File: src/rtl/adc_conv_starter.sv
module adc_conv_starter #(
  parameter int CONV_CYCLES = 13,
  parameter int TRIG_SEL_W  = 3,
  parameter int CH_W        = 6,
  parameter int TEMP_CH     = 34
) (
  input  logic                  clk,
  input  logic                  rst_n,
  input  logic                  enable,
  input  logic                  start_wr,
  input  logic                  auto_en,
  input  logic [TRIG_SEL_W-1:0] trig_sel,
  input  logic [(1<<TRIG_SEL_W)-1:0] trig_in,
  input  logic [CH_W-1:0]       ch_sel,
  output logic                  busy,
  output logic                  presc_rst,
  output logic [CH_W-1:0]       conv_ch,
  output logic                  conv_start,
  output logic                  conv_done,
  output logic                  sense_temp
);

  localparam int CNT_W = $clog2(CONV_CYCLES + 1);
  localparam logic [CNT_W-1:0] CNT_LOAD = CNT_W'(CONV_CYCLES - 1);
  localparam logic [CH_W-1:0]  TEMP_CODE = CH_W'(TEMP_CH);

  logic             trig_q;
  logic [CNT_W-1:0] cnt;

  wire trig_now  = trig_in[trig_sel];
  wire trig_rise = trig_now & ~trig_q;
  wire auto_go   = auto_en & trig_rise;
  wire go        = enable & ~busy & (start_wr | auto_go);
  wire last      = (cnt == '0);

  always_ff @(posedge clk or negedge rst_n) begin
    if (!rst_n) begin
      trig_q     <= 1'b0;
      busy       <= 1'b0;
      cnt        <= '0;
      conv_ch    <= '0;
      conv_start <= 1'b0;
      presc_rst  <= 1'b0;
      conv_done  <= 1'b0;
    end else begin
      trig_q     <= trig_now;
      conv_start <= go;
      presc_rst  <= go & auto_go;
      conv_done  <= 1'b0;
      if (go) begin
        busy    <= 1'b1;
        cnt     <= CNT_LOAD;
        conv_ch <= ch_sel;
      end else if (busy) begin
        if (!enable) begin
          busy <= 1'b0;
        end else if (last) begin
          busy      <= 1'b0;
          conv_done <= 1'b1;
        end else begin
          cnt <= cnt - 1'b1;
        end
      end
    end
  end

  assign sense_temp = busy & (conv_ch == TEMP_CODE);

  a_r2_sw_start: assert property (@(posedge clk) disable iff (!rst_n)
    (enable && !busy && start_wr) |=> (busy && conv_start));
  a_r2_done_single: assert property (@(posedge clk) disable iff (!rst_n)
    conv_done |=> !conv_done);
  a_r2_done_after_busy: assert property (@(posedge clk) disable iff (!rst_n)
    conv_done |-> (!busy && $past(busy)));
  a_r3_no_start_disabled: assert property (@(posedge clk) disable iff (!rst_n)
    !enable |=> !conv_start);
  a_r4_ch_held: assert property (@(posedge clk) disable iff (!rst_n)
    (busy && !conv_start) |-> $stable(conv_ch));
  a_r5_presc_with_start: assert property (@(posedge clk) disable iff (!rst_n)
    presc_rst |-> conv_start);
  a_r6_no_restart: assert property (@(posedge clk) disable iff (!rst_n)
    busy |=> !conv_start);
  a_r9_abort: assert property (@(posedge clk) disable iff (!rst_n)
    (busy && !enable) |=> (!busy && !conv_done));
  a_r10_temp_needs_busy: assert property (@(posedge clk) disable iff (!rst_n)
    sense_temp |-> busy);

endmodule

File: config.mk
export PLATFORM = sky130hd
export DESIGN_NAME = adc_conv_starter
export DESIGN_NICKNAME = d
export VERILOG_FILES = /design/src/rtl/adc_conv_starter.sv
export SDC_FILE = /design/constraint.sdc
export NUM_CORES = 1
export LEC_CHECK = 0
export BUFFER_PORTS_ARGS = -buffer_cell sky130_fd_sc_hd__buf_4
export CORE_ASPECT_RATIO = 1.2
export CORE_UTILIZATION = 35
export CTS_BUF_LIST = sky130_fd_sc_hd__clkbuf_4 sky130_fd_sc_hd__clkbuf_8 sky130_fd_sc_hd__clkbuf_16
export DETAILED_ROUTE_END_ITERATION = 8
export PLACE_DENSITY = 0.65
export SLEW_MARGIN = 20
export SYNTH_ARGS = -nofsm -noshare
export SYNTH_HDL_FRONTEND = slang
export SYNTH_SLANG_ARGS = --single-unit
File: constraint.sdc
create_clock -name clk -period 3.1 [get_ports clk]
set_input_delay 0.155 -clock clk [delete_from_list [all_inputs] [get_ports clk]]
set_output_delay 0.155 -clock clk [all_outputs]
set_load 0.02 [all_outputs]
== Word level (Yosys, flattened, before mapping) ==
Cells that the tools add are included.
Storage, ports and cells
  register bits after elaboration: 15
  input port bits: 22
  output and inout bits: 11
  word-level logic and storage cells: 38
Operators by class
  equality and inequality tests: 2
  $add $sub $neg: 1
  reduce and logical (&&, ||, !) cells: 4
  magnitude comparators: 1
  multiplexer cells: 14
  bitwise operators: 9
Operators with widths (number)
  two-way mux 4 bit: 4
  two-way mux 1 bit: 9
  AND 1 bit: 6
  == test 6 bit, second input constant: 1
  zero test 4 bit: 1
  < comparator 3 x 4 -> 1 bit, second input constant: 1
  nonzero test 2 bit: 2
  subtractor 4 x 1 -> 4 bit, second input constant: 1
  binary-select mux 1 bit (select 3 bit): 1
  AND reduction 3 bit: 1
  inequality test 2 bit, second input constant: 1
  NOT 1 bit: 2
  OR 1 bit: 1

== Depth between registers and ports, before layout ==
  depth in word-level cells: 8
  depth in mapped cells: 6
  gate-level depth less buffers: 5

== Least setup slack after synthesis ==
No wires, ideal clock.
  kind: register to register
  from: register busy
  to: register conv_ch[2]
  data arrival time: 1.476 ns
  data required time: 2.975 ns
  path slack: 1.499 ns
  library setup time: 0.125 ns
  period minus slack after synthesis: 1.601 ns
  buffers on the path: 1
  stages on the path, launching flop included: 5
  cells stage by stage: dfrtp_1 and4bb_2 a41oi_2 buf_6 mux2_4
Between the ends
  word-level cells in the longest chain between the ends: 3
Ends and longest elaborated chain
  start: declaration: RTL line 15  | output logic busy,
  start signal: assignment: RTL line 39  | busy <= 1'b0;
  start signal: assignment: RTL line 51  | busy <= 1'b1;
  start signal: assignment: RTL line 56  | busy <= 1'b0;
  NOT 1 bit: RTL line 33  | wire go = enable & ~busy & (start_wr | auto_go);
  AND 1 bit (2 in series): RTL line 33
  end signal: assignment: RTL line 53  | conv_ch <= ch_sel;
  end: declaration: RTL line 17  | output logic [CH_W-1:0] conv_ch,
Every way passes these cells.
A chain may end at the register's enable or synchronous reset.

== Worst setup path in the final report ==
  from: register busy
  to: register conv_ch[0]
Same word-level chain as after synthesis.

==> run summary <==
Sw Ratio -> 0.326
Async S/R FF share, synth -> 1.00
Clk buf depth -> 2
Most common cell after layout, fill and taps aside -> buf_4
Worst-Margin Slew -> 0.703 ns
Inserted Clock Buffers -> 3
CP max stage delay -> 0.61 ns
GR Util All Layers -> 0.136
Routed vias -> 589
Fin Clk Skew -> 0.00188 ns
Synth-to-layout area growth -> 37.6%
# H-tree levels -> 1
Slew Viols, Final -> 0
Starting Density -> 0.391
Critical Path End Type -> flop
Data arrival, critical path -> 2.01 ns
Crit path launch -> busy
TNS Setup -> 0 ns
Syn nets -> 84
Worst r2r dst -> conv_ch[0]
Seq pwr share -> 0.448
Number of global-route vias before repair -> 568
Sw Pwr -> 0.214 mW
Final GP Congestion -> 0.697
CP Cell Sequence -> and4bb_2 > a41oi_2 > mux2_2
Met1 Use GR -> 0.143
Number of synthesized flops with an enable pin -> 0
Die height -> 52.7 um
Initial antenna violation count -> 0
Worst setup path class -> reg2reg
Synth Warn # -> 0
Met3 usage in global routing -> 0.0448
Startpoint types -> flop
Num rows -> 17
Cell area after layout -> 0.00103 mm^2
Syn_area_per_cell -> 12.3 um^2
First-pass GRT wire length -> 2.33 mm
Crit path max-delay cell type -> a41oi_2
IO Port Bufs -> 32
Post-Synthesis Cells -> 61
Syn Std Cell Area -> 748 um^2
Max_slew headroom -> 0.531
Status -> finished, final reports clean
Max IR drop VDD -> 0.412 mV
Die area -> 0.00233 mm^2
Number of post-CTS setup repair buffers -> 0
CTS sink cnt -> 15
Vias per cell -> 5.12
Routed length per instance -> 11.9 um
Ys flop type -> dfrtp_1
Root buffer cell -> clkbuf_4
Ports -> 33
Power per cell area -> 638 mW/mm^2
DR iter-0 viols -> 18
Layout cells sized above 1 -> 0.469
Worst Setup EP -> conv_ch[0]
Area post-placement -> 990 um^2
RSZ-0062 raised after global routing -> no
Worst R2R Setup Slack -> 1.26 ns
Final nets -> 120
MaxCap Viol Count -> 0
Core ar. -> 0.00191 mm^2
Setup Viol. Count Final -> 0
Largest net degree at the start of global routing -> 16
Final Hold Vio Count -> 0
Remaining global-route overflow -> 0
Int Pwr -> 0.443 mW
Combinational share of power -> 0.375
Ant. Diodes -> 0
Clk pin slew, worst setup/hold paths -> 0.09 ns
Achievable Freq -> 544 MHz
R2R Path Start -> busy
Number of synthesized register bits -> 15
R2R depth -> 3
Final ANT Viol Nets -> 0
Hold Crit Class -> in2reg
Commonest cells after routing, fill and taps aside -> 32 x buf_4, 15 x dfrtp_1
Met2 usage -> 0.255
Final WL -> 1.37 mm
CP max FO -> 12
Min Tclk post-route -> 1.84 ns
Dominant cells by area after synthesis -> dfrtp_1 50%, mux2_4 8.0%, mux2i_1 5.4%, buf_6 3.0%, mux2_2 3.0%
DRT Pass-1 Iters -> 6
Final worst path period share -> 0.593
CP Data Required Time -> 3.27 ns
Seq/Total Area, Yosys -> 0.502
DRC errors left -> 0
CTS tree -> yes
Die X -> 44.2 um
Clock Latency Late Sink -> 0.27 ns
Area fraction of the dominant cell type after synthesis -> 0.502
Clock group share of total power -> 0.177
Hold buffers post-CTS -> 1
Busiest grt layer -> met2
Netlist cell types -> 26
Largest area contributor in the netlist -> dfrtp_1
Leak Pwr -> 0.514 nW
Cts repair resizes -> 0
how the worst min path moves through the flow:
| stage | start | to | cells past startpoint |
|---|---|---|---|
| 6_report | ch_sel[5] | conv_ch[5] | 2 |
| 3_3_place_gp | rst_n | cnt[1] | 1 |
| 5_1_grt | ch_sel[2] | conv_ch[2] | 2 |
| 2_1_floorplan | rst_n | busy | 0 |
| 4_1_cts | ch_sel[4] | conv_ch[4] | 2 |
| 3_5_place_dp | rst_n | cnt[1] | 1 |
critical path, delay by kind of cell, from the launching register on:
kind	cells	cell delay, ns
AOI/OAI and AO/OA	1	0.61
and+or+nand+nor	1	0.28
DFF	1	0.43
muxes	1	0.41
layout make-up:
| cell class | instances | area (um^2) |
|---|---|---|
| repair buffers | 33 | 250 |
| well taps | 19 | 23.8 |
| flip-flops and latches | 15 | 375 |
| fillers | 181 | 885 |
| multi-input cells | 41 | 339 |
| inverters | 3 | 11.3 |
| clock buffers | 4 | 30.0 |
cells by family (layout without fill, tap and decap cells):
logic type	Yosys count	count (layout)	share of synthesized area
fa+ha+maj	1	1	0.0167
compound gates	6	6	0.0753
flops	15	15	0.502
mux	10	10	0.164
xor+xnor	2	2	0.0234
buf+inv	5	40	0.0451
simple gates	22	22	0.174
sequential cells by signal (all words and copies together), names as in the netlist:
name	count
presc_rst	1
trig_q	1
cnt	4
conv_start	1
conv_done	1
conv_ch	6
busy	1
stage by stage:
| step | power, mW | util | instances | worst slack (ns) | hold slack [ns] |
|---|---|---|---|---|---|
| floorplan | 0.451 | - | 61 | 1.50 | -0.141 |
| global placement | 0.541 | 0.517 | 110 | 1.30 | 0.0180 |
| detailed placement | 0.546 | 0.517 | 110 | 1.24 | 0.0183 |
| CTS | 0.664 | 0.538 | 115 | 1.23 | 0.0985 |
| global route | 0.707 | 0.538 | 115 | 1.12 | 0.0878 |
| finish | 0.657 | 0.538 | 115 | 1.26 | 0.104 |
cells in the mapped netlist, drive strengths merged, types with 2 or more instances:
cell and number:
nand2 4, mux2 6, buf 2, nor2 3
xnor2 2, inv 3, nor4b 2, nand3 3
mux2i 4, dfrtp 15, and2 2, a21oi 2
power groups by stage:
stage,registers [mW],logic (mW),clock network (mW)
final,0.294,0.246,0.117
after global routing,0.303,0.271,0.132
after CTS,0.295,0.250,0.120
after detailed placement,0.298,0.248,0
after global placement,0.296,0.245,0
after floorplan,0.326,0.125,0
metal layers:
layer  vias up  wire length (um)
met1       275               607
met3         0               120
met4         0                 0
met2        28               637
li1        286                 -
met5         -                 0
Power figures use the tool's default switching activity.
